[config.mk]
export PLATFORM = sky130hd
export DESIGN_NAME = mct_timer
export DESIGN_NICKNAME = d
export VERILOG_FILES = /design/src/rtl/mct_pkg.sv /design/src/rtl/mct_counter.sv /design/src/rtl/mct_cmp_bank.sv /design/src/rtl/mct_capture.sv /design/src/rtl/mct_timer.sv
export SDC_FILE = /design/constraint.sdc
export NUM_CORES = 1
export LEC_CHECK = 0
export ABC_CLOCK_PERIOD_IN_PS = 4670
export BUFFER_PORTS_ARGS = -buffer_cell sky130_fd_sc_hd__buf_2
export CAP_MARGIN = 20
export CORE_MARGIN = 2
export CORE_UTILIZATION = 55
export DETAILED_ROUTE_END_ITERATION = 8
export PLACE_DENSITY = 0.79
export SYNTH_ARGS = -nofsm -noshare
export SYNTH_HDL_FRONTEND = slang
export SYNTH_SLANG_ARGS = --single-unit
[constraint.sdc]
create_clock -name clk -period 4.67 [get_ports clk]
set_input_delay 1.401 -clock clk [delete_from_list [all_inputs] [get_ports clk]]
set_output_delay 1.401 -clock clk [all_outputs]
set_load 0.1 [all_outputs]
[src/rtl/mct_pkg.sv]
package mct_pkg;
  // shared register word addresses
  localparam int GLB_ENABLE = 0;
  localparam int GLB_FREE   = 1;
  localparam int GLB_CAPV   = 2;

  // per-timer block layout
  localparam int CH_STRIDE  = 16;
  localparam int CH_RESTART = 0;
  localparam int CH_IER     = 1;
  localparam int CH_STATUS  = 2;
  localparam int CH_CAPTURE = 3;
  localparam int CH_MATCH0  = 4;

  function automatic int ch_base(input int t);
    return (t + 1) * CH_STRIDE;
  endfunction
endpackage

[src/rtl/mct_counter.sv]
module mct_counter #(
  parameter int CNT_W = 32
) (
  input  logic             clk,
  input  logic             rst_n,
  input  logic             run,
  input  logic             restart,
  output logic [CNT_W-1:0] cnt
);
  always_ff @(posedge clk or negedge rst_n) begin
    if (!rst_n)                cnt <= '0;
    else if (!run || restart)  cnt <= '0;
    else                       cnt <= cnt + CNT_W'(1);
  end
endmodule

[src/rtl/mct_cmp_bank.sv]
module mct_cmp_bank #(
  parameter int CNT_W   = 32,
  parameter int NUM_CMP = 3
) (
  input  logic                            clk,
  input  logic                            rst_n,
  input  logic                            run,
  input  logic [CNT_W-1:0]                cnt,
  input  logic [CNT_W-1:0]                wdata,
  input  logic [NUM_CMP-1:0]              match_we,
  input  logic                            ier_we,
  input  logic                            clr_we,
  output logic [NUM_CMP-1:0][CNT_W-1:0]   match_q,
  output logic [NUM_CMP-1:0]              ier_q,
  output logic [NUM_CMP-1:0]              status_q,
  output logic [NUM_CMP-1:0]              hit,
  output logic                            irq
);
  logic [NUM_CMP-1:0] clr_mask;

  for (genvar c = 0; c < NUM_CMP; c++) begin : g_cmp
    always_ff @(posedge clk or negedge rst_n) begin
      if (!rst_n)           match_q[c] <= '1;
      else if (match_we[c]) match_q[c] <= wdata;
    end
    assign hit[c] = run && (cnt == match_q[c]);
  end

  always_ff @(posedge clk or negedge rst_n) begin
    if (!rst_n)      ier_q <= '0;
    else if (ier_we) ier_q <= wdata[NUM_CMP-1:0];
  end

  assign clr_mask = clr_we ? wdata[NUM_CMP-1:0] : '0;

  // a fresh match outranks a clear in the same cycle
  always_ff @(posedge clk or negedge rst_n) begin
    if (!rst_n) status_q <= '0;
    else        status_q <= (status_q & ~clr_mask) | hit;
  end

  assign irq = |(status_q & ier_q);
endmodule

[src/rtl/mct_capture.sv]
module mct_capture #(
  parameter int CNT_W = 32
) (
  input  logic             clk,
  input  logic             rst_n,
  input  logic             trig,
  input  logic [CNT_W-1:0] cnt,
  output logic [CNT_W-1:0] cap_val,
  output logic             cap_valid
);
  logic [CNT_W-1:0] stage1;
  logic             stage1_v;

  always_ff @(posedge clk or negedge rst_n) begin
    if (!rst_n) begin
      stage1    <= '0;
      stage1_v  <= 1'b0;
      cap_val   <= '0;
      cap_valid <= 1'b0;
    end else begin
      stage1_v <= trig;
      if (trig) stage1 <= cnt;
      if (stage1_v) begin
        cap_val   <= stage1;
        cap_valid <= 1'b1;
      end
      if (trig) cap_valid <= 1'b0;
    end
  end
endmodule

[src/rtl/mct_timer.sv]
module mct_timer
  import mct_pkg::*;
#(
  parameter int NUM_TMR = 3,
  parameter int NUM_CMP = 3,
  parameter int CNT_W   = 32,
  parameter int ADDR_W  = 8
) (
  input  logic              clk,
  input  logic              rst_n,
  input  logic [ADDR_W-1:0] bus_addr,
  input  logic [CNT_W-1:0]  bus_wdata,
  input  logic              bus_we,
  output logic [CNT_W-1:0]  bus_rdata,
  output logic [NUM_TMR-1:0] irq
);
  localparam logic [ADDR_W-1:0] A_ENABLE = ADDR_W'(GLB_ENABLE);
  localparam logic [ADDR_W-1:0] A_FREE   = ADDR_W'(GLB_FREE);
  localparam logic [ADDR_W-1:0] A_CAPV   = ADDR_W'(GLB_CAPV);

  logic [NUM_TMR-1:0]                            en_q;
  logic [NUM_TMR-1:0]                            free_q;
  logic [NUM_TMR-1:0]                            restart_q;
  logic [NUM_TMR-1:0]                            periodic;
  logic [NUM_TMR-1:0][CNT_W-1:0]                 cnt;
  logic [NUM_TMR-1:0][NUM_CMP-1:0]               hit;
  logic [NUM_TMR-1:0][NUM_CMP-1:0]               status;
  logic [NUM_TMR-1:0][NUM_CMP-1:0]               ier;
  logic [NUM_TMR-1:0][NUM_CMP-1:0][CNT_W-1:0]    match;
  logic [NUM_TMR-1:0][CNT_W-1:0]                 cap_val;
  logic [NUM_TMR-1:0]                            cap_valid;
  logic [NUM_TMR-1:0]                            cap_trig;

  // shared control registers
  always_ff @(posedge clk or negedge rst_n) begin
    if (!rst_n) begin
      en_q   <= '0;
      free_q <= '0;
    end else if (bus_we) begin
      if (bus_addr == A_ENABLE) en_q   <= bus_wdata[NUM_TMR-1:0];
      if (bus_addr == A_FREE)   free_q <= bus_wdata[NUM_TMR-1:0];
    end
  end

  for (genvar t = 0; t < NUM_TMR; t++) begin : g_tmr
    localparam logic [ADDR_W-1:0] A_RST = ADDR_W'(ch_base(t) + CH_RESTART);
    localparam logic [ADDR_W-1:0] A_IER = ADDR_W'(ch_base(t) + CH_IER);
    localparam logic [ADDR_W-1:0] A_CLR = ADDR_W'(ch_base(t) + CH_STATUS);
    localparam logic [ADDR_W-1:0] A_CAP = ADDR_W'(ch_base(t) + CH_CAPTURE);

    logic [NUM_CMP-1:0] match_we;

    for (genvar c = 0; c < NUM_CMP; c++) begin : g_mwe
      assign match_we[c] = bus_we && (bus_addr == ADDR_W'(ch_base(t) + CH_MATCH0 + c));
    end

    always_ff @(posedge clk or negedge rst_n) begin
      if (!rst_n)                            restart_q[t] <= 1'b0;
      else if (bus_we && bus_addr == A_RST)  restart_q[t] <= bus_wdata[0];
    end

    assign periodic[t] = restart_q[t] && !free_q[t];
    assign cap_trig[t] = bus_we && (bus_addr == A_CAP);

    mct_counter #(.CNT_W(CNT_W)) u_cnt (
      .clk     (clk),
      .rst_n   (rst_n),
      .run     (en_q[t]),
      .restart (periodic[t] && hit[t][0]),
      .cnt     (cnt[t])
    );

    mct_cmp_bank #(.CNT_W(CNT_W), .NUM_CMP(NUM_CMP)) u_cmp (
      .clk      (clk),
      .rst_n    (rst_n),
      .run      (en_q[t]),
      .cnt      (cnt[t]),
      .wdata    (bus_wdata),
      .match_we (match_we),
      .ier_we   (bus_we && bus_addr == A_IER),
      .clr_we   (bus_we && bus_addr == A_CLR),
      .match_q  (match[t]),
      .ier_q    (ier[t]),
      .status_q (status[t]),
      .hit      (hit[t]),
      .irq      (irq[t])
    );

    mct_capture #(.CNT_W(CNT_W)) u_cap (
      .clk       (clk),
      .rst_n     (rst_n),
      .trig      (cap_trig[t]),
      .cnt       (cnt[t]),
      .cap_val   (cap_val[t]),
      .cap_valid (cap_valid[t])
    );
  end

  // single-cycle read mux
  always_comb begin
    bus_rdata = '0;
    if (bus_addr == A_ENABLE) bus_rdata = CNT_W'(en_q);
    if (bus_addr == A_FREE)   bus_rdata = CNT_W'(free_q);
    if (bus_addr == A_CAPV)   bus_rdata = CNT_W'(cap_valid);
    for (int t = 0; t < NUM_TMR; t++) begin
      if (bus_addr == ADDR_W'(ch_base(t) + CH_RESTART)) bus_rdata = CNT_W'(restart_q[t]);
      if (bus_addr == ADDR_W'(ch_base(t) + CH_IER))     bus_rdata = CNT_W'(ier[t]);
      if (bus_addr == ADDR_W'(ch_base(t) + CH_STATUS))  bus_rdata = CNT_W'(status[t]);
      if (bus_addr == ADDR_W'(ch_base(t) + CH_CAPTURE)) bus_rdata = cap_val[t];
      for (int c = 0; c < NUM_CMP; c++) begin
        if (bus_addr == ADDR_W'(ch_base(t) + CH_MATCH0 + c)) bus_rdata = match[t][c];
      end
    end
  end
endmodule

==> results of run 1 <==
## registers in the layout (all words and copies together), names as in the netlist
name / flops
g_tmr.u_cmp.match_q: 288
g_tmr.u_cap.cap_val: 96
g_tmr.u_cap.stage1: 96
g_tmr.u_cnt.cnt: 96
g_tmr.u_cmp.ier_q: 9
g_tmr.u_cmp.status_q: 9
en_q: 3
free_q: 3
g_tmr.u_cap.cap_valid: 3
g_tmr.u_cap.stage1_v: 3
restart_q: 3
## cell usage in the layout (no fill, tap or decap), drive strengths merged, types with 14 or more instances in the layout
cell type  instances
buf              305
a21oi            110
o21ai            161
and4              16
a222oi            20
nor4              39
dfstp            288
clkinv            15
xor2             159
inv               36
clkbuf            95
nand4             65
mux2             454
dfrtp            321
o22ai             55
nand2b            16
nand2            145
a22oi             76
o2bb2ai           38
nor3              15
nand3             62
nor2b             14
xnor2            202
nor2             196
## what timing repair did
| item | in CTS | in global routing |
|---|---|---|
| pin swaps | 26 | 50 |
| endpoints found under the setup margin | 31 | 30 |
| buffers inserted | 10 | 22 |
| gates resized for setup | 66 | 106 |
| gates cloned | 2 | 4 |
## routing by layer
layer	global-route usage [%]	share of wire [%]	vias up
met4	16.43	5.6	2
met5	0	0.012	-
met3	8.471	11	344
li1	-	-	10220
met2	54.83	44	1474
met1	50.71	40	12510
## area by class of cell
type | instances | area [um2] | area share, %
Antenna cell | 2 | 5.005 | 0.01329
Clock buffer | 91 | 1852 | 4.916
Clock inverter | 25 | 364.1 | 0.9666
Inverter | 35 | 131.4 | 0.3488
Multi-Input combinational cell | 1926 | 15440 | 40.98
Sequential cell | 609 | 15600 | 41.41
Tap cell | 756 | 945.9 | 2.511
Timing Repair Buffer | 310 | 3333 | 8.849
## final timing paths
kind	startpoint	endpoint	slack (ns)	cells after the start
max in group asynchronous	rst_n	g_tmr[2].u_cap.stage1[25]$_DFFE_PN0P_	2.73	2
worst min-delay path	g_tmr[2].u_cap.stage1[8]$_DFFE_PN0P_	g_tmr[2].u_cap.stage1[8]$_DFFE_PN0P_	0.49	2
min in group asynchronous	rst_n	g_tmr[0].u_cap.cap_val[2]$_DFFE_PN0P_	0.71	1
worst max register to register	g_tmr[2].u_cnt.cnt[0]$_DFF_PN0_	g_tmr[2].u_cnt.cnt[26]$_DFF_PN0_	1.31	6
worst min register to register	g_tmr[2].u_cap.stage1[8]$_DFFE_PN0P_	g_tmr[2].u_cap.stage1[8]$_DFFE_PN0P_	0.49	2
worst max-delay path	bus_addr[3]	bus_rdata[0]	-0.04	11
## worst max-delay path, delay by kind of cell
family / cells / cell delay, ns
AO/OA/AOI/OAI: 3 / 0.39
buffers and inverters: 5 / 0.84
AND/OR/NAND/NOR: 3 / 0.66
## power breakdown
group | internal (mW) | switching (mW) | total (mW)
sequential | 5.52 | 0.165 | 5.68
clock | 3.23 | 2.18 | 5.41
combinational | 0.433 | 0.732 | 1.17
total | 9.18 | 3.08 | 12.3
## through the flow
step                      utilization [%]  cells  hold slack (ns)  total power [mW]
final                               66.55   3754           0.4855             12.26
after global routing                66.54   3752           0.5076             12.55
after CTS                           65.26   3727           0.4871             12.18
after detailed placement            60.53   3599           0.4655             6.805
after global placement              60.53   3599           0.4580             6.782
after floorplan                         -   2822           0.4444             6.246
## logic make-up after synthesis
logic type                 after synthesis
AOI/OAI and AO/OA                      504
xor gates and xnor gates               361
DFF                                    609
adders and majority gates                3
and+or+nand+nor                        596
buffers and inverters                  287
muxes                                  462
==> flow_results.org, run 1 <==
** Critical path
- Category of the critical setup timing path :: primary input to output port
- The worst setup path is launched from a primary input.
- Arrival time worst endpoint :: 3.31 ns
- Crit-path max FO :: 6
- The most numerous cell type found on the critical path is sky130_fd_sc_hd__buf_12.
- At the worst endpoint, the required time is 3.27 ns.
- STA classifies the critical path endpoint as an output port.
- The critical path goes through buf_12, nand2b_4, buf_6, nor2_4, clkbuf_16, buf_8, a22oi_2, a21oi_1, o22ai_2, nand3_4, buf_12.
- The largest individual stage delay along the critical path comes from the cell sky130_fd_sc_hd__nor2_4.
- Delay of the slowest critical-path stage :: 0.33 ns

** Routing
- After detailed routing, the total wire length is 111.1 mm.
- Using the TritonRoute via totals, the vias-per-cell ratio works out to 6.538.
- For this run, design rule violations remaining after detail routing come to 9.
- Number of iterations in the first detailed-routing pass :: 9
- Initial DRC Count :: 2952
- The count of nets left with antenna violations once routing finished came out at 0.
- Via total after detailed routing :: approximately 25000
- Detail-routed net length per standard cell :: 29.59 um

** Logic synthesis
- Cell taking the most area after synthesis :: sky130_fd_sc_hd__dfrtp_1
- Fraction of synthesized area in multiplexers :: roughly 16%
- Counting instances in the post-synthesis netlist gives the leading cell types as 409 x sky130_fd_sc_hd__mux2_2, 321 x sky130_fd_sc_hd__dfrtp_1, 288 x sky130_fd_sc_hd__dfstp_2.
- Yosys mapped the design onto 71 distinct sky130hd cell types.
- Arithmetic-cell share of the synthesized area counting full adders, half adders and majority gates :: less than 1%
- Sequential elements use 49.40% of the synthesized area.
- After technology mapping, the gate count stands at roughly 2800.
- Syn Area/Cell :: around 11 um2
- Number of register bits inferred by synthesis :: around 610
- Most frequent cell after synthesis :: sky130_fd_sc_hd__mux2_2
- Ranked by total cell area, the synthesized netlist is headed by sky130_fd_sc_hd__dfrtp_1 25%, sky130_fd_sc_hd__dfstp_2 24%, sky130_fd_sc_hd__mux2_2 15%.
- After synthesis the cells add up to 31580 um2.
- Yosys printed 0 warnings.
- Summing the areas of all compound-gate instances in the mapped netlist gives 10.10% of the synthesized area.
- Combinational family with the most area after synthesis :: multiplexers
- In this run, synthesis inferred 0 flip-flops with an integrated enable.
- In the synthesized netlist the async set-or-reset flop fraction comes to 100.0%.
- Area fraction of the dominant cell type after synthesis :: 25.44%
- Summing the areas of all xor and xnor instances in the mapped netlist gives 10.01% of the synthesized area.
- Share of synthesized cell area in and, or, nand and nor gates :: 9.759%
- Among all flip-flop cells after synthesis, the most frequent one is sky130_fd_sc_hd__dfrtp_1.
- The number of nets handed over by synthesis was around 2900.

** Floorplanning
- The floorplan step set the die height to 243.6 um.
- For this design the top-level I/O count stands at 78.
- # rows :: 87
- Once the floorplan was initialized, standard cells occupied 55.78% of the core.
- Die Outline Area :: 59340 um2
- Floorplan Core Area :: 56600 um2
- In this run the horizontal extent of the chip is 243.6 um.

** Run status
- Violated checks :: DRC, setup timing
- The flow ran to the end, but the final reports show violations.

** Place
- Pre-CTS worst setup slack :: -0.3237 ns
- Summing all placed instances gives a cell area of 34270 um2.
- Detailed-placement wirelength estimate :: around 80 mm
- Number of port buffers :: 77
- Placer's final routability congestion estimate :: around 1

** Clocking
- Longest Clk Path Bufs :: 3
- Counting every sink on the clock net gives 609.
- H-tree depth reported by CTS :: 2
- CTS root buffer :: sky130_fd_sc_hd__clkbuf_16
- TritonCTS built the clock tree.
- The clock reaches the later pin of the worst-skew pair after between 0.6 and 0.7 ns.
- Clock-pin slew was measured on the worst setup and hold paths at 0.06 ns.
- CTS buffer count :: between 60 and 70
- Hold Buf Count CTS :: 0

** Cells and area
- Final nets :: 2989
- Area Growth Syn to Fin :: 19.29%
- Share of layout cells above drive strength 1 :: 43.06%
- Area of all placed cells without fillers :: between 30000 and 40000 um2
- Filler cells :: 4245

** Timing
- Setup violations remaining at the end of the flow were counted as 6.
- Hold violation count in the final report :: 0
- Number of slew-limit violations in the final report :: 0
- Across all setup checks in the final design, the least slack found is -0.03902 ns.
- Subtracting the final worst setup slack from the clock period gives 4.709 ns.
- Max-Slew Margin vs Limit :: 29.83%
- The clock arrives with 0.01501 ns of skew.
- Setup TNS :: -0.1222 ns
- Derived from the worst setup path, the maximum achievable clock frequency is 0.2124 GHz.
- At the pin with the least slew margin, the transition time is 1.049 ns.
- Setup repair after global routing could not meet its margin everywhere.
- Fin crit share :: 100.8%

** GRT
- Global Route Usage Sum :: a little over a third
- The number of global-route vias before repair was 24190.
- Number of antenna violations at the first check in global routing :: 7
- Pin count of the biggest net entering global routing :: around 140
- Wire length of the first global-routing pass :: 160.8 mm
- Summed over all layers, the global routing overflow is 0.

** Pwr
- Power spread over the standard cell area amounts to 325.4 nW/um2.
- The analysis attributes to cell leakage a power of roughly 16 nW.
- VDD sags by at most just under 0.3 mV.

** Min path
- The path class of the tightest hold or removal check is flop to flop.

** Job
- Across the run, the number of max-cap violations was 0.
Note: power is estimated with default switching activity, not from simulation.
==> run 2: changes to the inputs <==
==> constraint.sdc (replaced) <==
create_clock -name clk -period 4.67 [get_ports clk]
set_input_delay 0.2335 -clock clk [delete_from_list [all_inputs] [get_ports clk]]
set_output_delay 0.2335 -clock clk [all_outputs]
set_load 0.1 [all_outputs]
==> flow_results.org, run 2 (same netlist as run 1, synthesis figures left out) <==
** Timing
- Time the final worst path needs with I/O delays and setup :: 3.885 ns (was 4.709 ns)
- Setup violators final :: 0 (was 6)
- Fin crit share :: 83.18% (was 100.8%)
- Max-Slew Margin vs Limit :: 27.41% (was 29.83%)
- The final setup skew is 0.02130 ns (was 0.01501 ns).
- Setup TNS :: 0 ns (was -0.1222 ns)
- Number of slew-limit violations in the final report :: 0 (unchanged)
- Peak Freq :: 0.2574 GHz (was 0.2124 GHz)
- Hold violation count in the final report :: 0 (unchanged)
- Setup repair after global routing missed its margin: no (was yes).
- The transition time at the pin with the least slew margin was 1.085 ns (was 1.049 ns).

** Cells and area
- The register bank with the most flops is g_tmr.u_cmp.match_q (unchanged).
- Largest register FFs :: 288 (unchanged)
- Commonest non-fill, non-tap cell in the layout :: sky130_fd_sc_hd__mux2_2 (unchanged)
- The fraction of final layout cells sized beyond drive strength 1 came to 34.87% (was 43.06%).
- The area added between synthesis and finish came to 10.83% (was 19.29%).
- Most frequent cells in the layout: 409 x sky130_fd_sc_hd__mux2_2, 321 x sky130_fd_sc_hd__dfrtp_1, 288 x sky130_fd_sc_hd__dfstp_2 (unchanged).
- Area of all placed cells without fillers :: 35000 um2 (was 37670 um2)
- The number of nets in the finished design is 2819 (was 2989).

** Routing
- Met3 wire length :: 10.04 mm (was 12.21 mm)
- The average via count per standard cell was 6.644 (was 6.538).
- The highest routed metal layer is met5 (unchanged).
- The number of detailed-route iterations in the first pass is 9 (unchanged).
- The met2 layer wire length in the routed design was 51.27 mm (was 48.33 mm).
- The DRC violations left is 0 (was 9).
- The wire length per cell after detailed routing is 31.59 um (was 29.59 um).
- The routed wire length is 113.2 mm (was 111.1 mm).
- The vias after detailed routing came to 23820 (was 24540).
- Initial DRC Count :: 3051 (was 2952)
- The length of routed wiring on met1 came to 44.62 mm (was 44.37 mm).
- Number of nets with antenna violations after routing :: 0 (unchanged)

** Critical path
- Critical path cell sequence :: buf_2, nand2b_1, nor2_2, buf_4, a22oi_1, o22ai_1, a222oi_1, nand2_1, buf_12 (was buf_12, nand2b_4, buf_6, nor2_4, clkbuf_16, buf_8, a22oi_2, a21oi_1, o22ai_2, nand3_4, buf_12)
- The critical path startpoint category is a primary input (unchanged).
- Endpoint required time on the critical path :: 4.44 ns (was 3.27 ns)
- The critical path's top delay family is compound AO/OA/AOI/OAI gates (was buffers and inverters).
- The maximum net fanout on the critical path came to 31 (was 6).
- The type of destination of the critical path is an output port (unchanged).
- The longest individual stage delay on the worst path is 0.89 ns (was 0.33 ns).
- Count of buffering cells on the critical path with inverters included :: 3 (was 5)
- The critical path class is primary input to output port (unchanged).
- Worst path slowest cell :: sky130_fd_sc_hd__a222oi_1 (was sky130_fd_sc_hd__nor2_4)
- The arrival time at the worst endpoint is 3.65 ns (was 3.31 ns).

** GRT
- The number of global-route vias before repair is 23730 (was 24190).
- Pin count of the biggest net entering global routing :: 135 (was 139)
- GR Overflow Total :: 0 (unchanged)
- Wire length of the first global-routing pass :: 164.9 mm (was 160.8 mm)
- Global Route Usage Sum :: 38.09% (was 36.55%)
- The number of antenna violations at the first check in global routing is 5 (was 7).

** Pwr
- The power per standard cell area was 347.6 nW/um2 (was 325.4 nW/um2).
- Worst VDD drop :: 0.3597 mV (was 0.2912 mV)
- The standby leakage power is 15.07 nW (was 16.26 nW).

** Floorplanning
- The placement row count came to 87 (unchanged).
- The vertical die dimension was 243.6 um (unchanged).
- Number of ports placed on the die boundary :: 78 (unchanged)
- The core region area is 56600 um2 (unchanged).
- Die span in x :: 243.6 um (unchanged)
- The starting utilization of the core area was 55.78% (unchanged).
- The die outline area was 59340 um2 (unchanged).

** Clocking
- Resize count post-CTS :: 0 (was 66)
- The clock latency on the worst-skew pair was 0.62 ns (was 0.65 ns).
- CTS buffer count :: 67 (was 61)
- The clock tree from TritonCTS is built (unchanged).
- The number of levels in the clock H-tree is 3 (was 2).
- The CTS clock-pin slew for the worst setup and hold paths came to 0.06 ns (about the same).
- CTS root buffer :: sky130_fd_sc_hd__clkbuf_16 (unchanged)
- The total number of clock tree sinks was 609 (unchanged).
- Longest Clk Path Bufs :: 3 (unchanged)

** Min path
- The classification of the worst-slack hold path is primary input to flop (was flop to flop).

** Place
- Dpl cell area :: 32700 um2 (was 34270 um2)
- Detailed-placement wirelength estimate :: 81.60 mm (was 80.19 mm)
- The final weighted congestion in routability-driven placement was 1.032 (was 1.002).
- Number of port buffers :: 77 (unchanged)

** Run status
- Outcome :: completed (was finished, violations left)

** Job
- The max-capacitance violation count is 0 (unchanged).
-- run 2: cell types whose count changed in the layout (fill, tap and decap cells not counted), moves of 18 or more --
cell,previous run,this run
sky130_fd_sc_hd__a22oi_1,54,76
sky130_fd_sc_hd__a21oi_2,19,1
sky130_fd_sc_hd__nand2_1,114,137
sky130_fd_sc_hd__buf_6,28,0
sky130_fd_sc_hd__buf_12,67,36
sky130_fd_sc_hd__a22oi_2,22,0
sky130_fd_sc_hd__a21oi_1,89,109
sky130_fd_sc_hd__o21ai_0,130,152
sky130_fd_sc_hd__nand2_2,26,8
sky130_fd_sc_hd__buf_4,164,47
-- run 2: layout make-up --
cell class / instances / area (um2)
fill: 4521 / 21610
sequential: 609 / 15600
multi-input combinational: 1926 / 14700
clock buffer: 100 / 1963
timing repair buffer: 134 / 1359
tap: 756 / 945.9
clock inverter: 24 / 295.3
inverter: 35 / 131.4
antenna: 1 / 2.502
-- run 2: what timing repair did --
action / CTS / global route
setup buffers: 0 / 0
hold buffers: 4 / 0
hold endpoints to repair: 73 / 0
-- run 2: path summary, 6_finish.rpt --
check / endpoint / cells after the start / slack [ns] / from
min reg2reg: g_tmr[2].u_cap.stage1[25]$_DFFE_PN0P_ / 2 / 0.48 / g_tmr[2].u_cap.stage1[25]$_DFFE_PN0P_
min: g_tmr[2].u_cmp.match_q[81]$_DFFE_PN1P_ / 2 / 0.09 / bus_wdata[17]
max in group asynchronous: g_tmr[2].u_cap.stage1[19]$_DFFE_PN0P_ / 3 / 3.17 / rst_n
max reg2reg: g_tmr[2].u_cnt.cnt[27]$_DFF_PN0_ / 6 / 1.54 / g_tmr[2].u_cnt.cnt[1]$_DFF_PN0_
max: bus_rdata[30] / 9 / 0.79 / bus_addr[0]
min in group asynchronous: g_tmr[1].u_cnt.cnt[5]$_DFF_PN0_ / 2 / 0.31 / rst_n
-- run 2: routing by layer --
metal / global-route usage (%) / vias up
met1: 51.44 / 12140
met5: 0 / -
met4: 20.79 / 2
met3: 6.808 / 343
met2: 58.55 / 1467
li1: - / 9866
-- run 2: stage by stage --
| stage | cells | util (%) | power (mW) | worst slack [ns] | hold slack [ns] |
|---|---|---|---|---|---|
| 2_1_floorplan | 2822 | - | 6.242 | 0.8422 | -0.06209 |
| 3_3_place_gp | 3456 | 57.76 | 6.729 | 1.149 | 0.3668 |
| 3_5_place_dp | 3456 | 57.76 | 6.746 | 1.089 | 0.3742 |
| 4_1_cts | 3584 | 61.82 | 12.18 | 1.065 | 0.05302 |
| 5_1_grt | 3585 | 61.83 | 12.47 | 0.8866 | 0.07480 |
| 6_report | 3585 | 61.83 | 12.17 | 0.7854 | 0.09477 |
-- run 2: report_power, final --
group,switching (mW),leakage (nW),internal [mW]
registers,0.190,7.40,5.52
clock network,2.25,1.09,3.21
logic,0.663,6.57,0.326
total,3.11,15.1,9.06
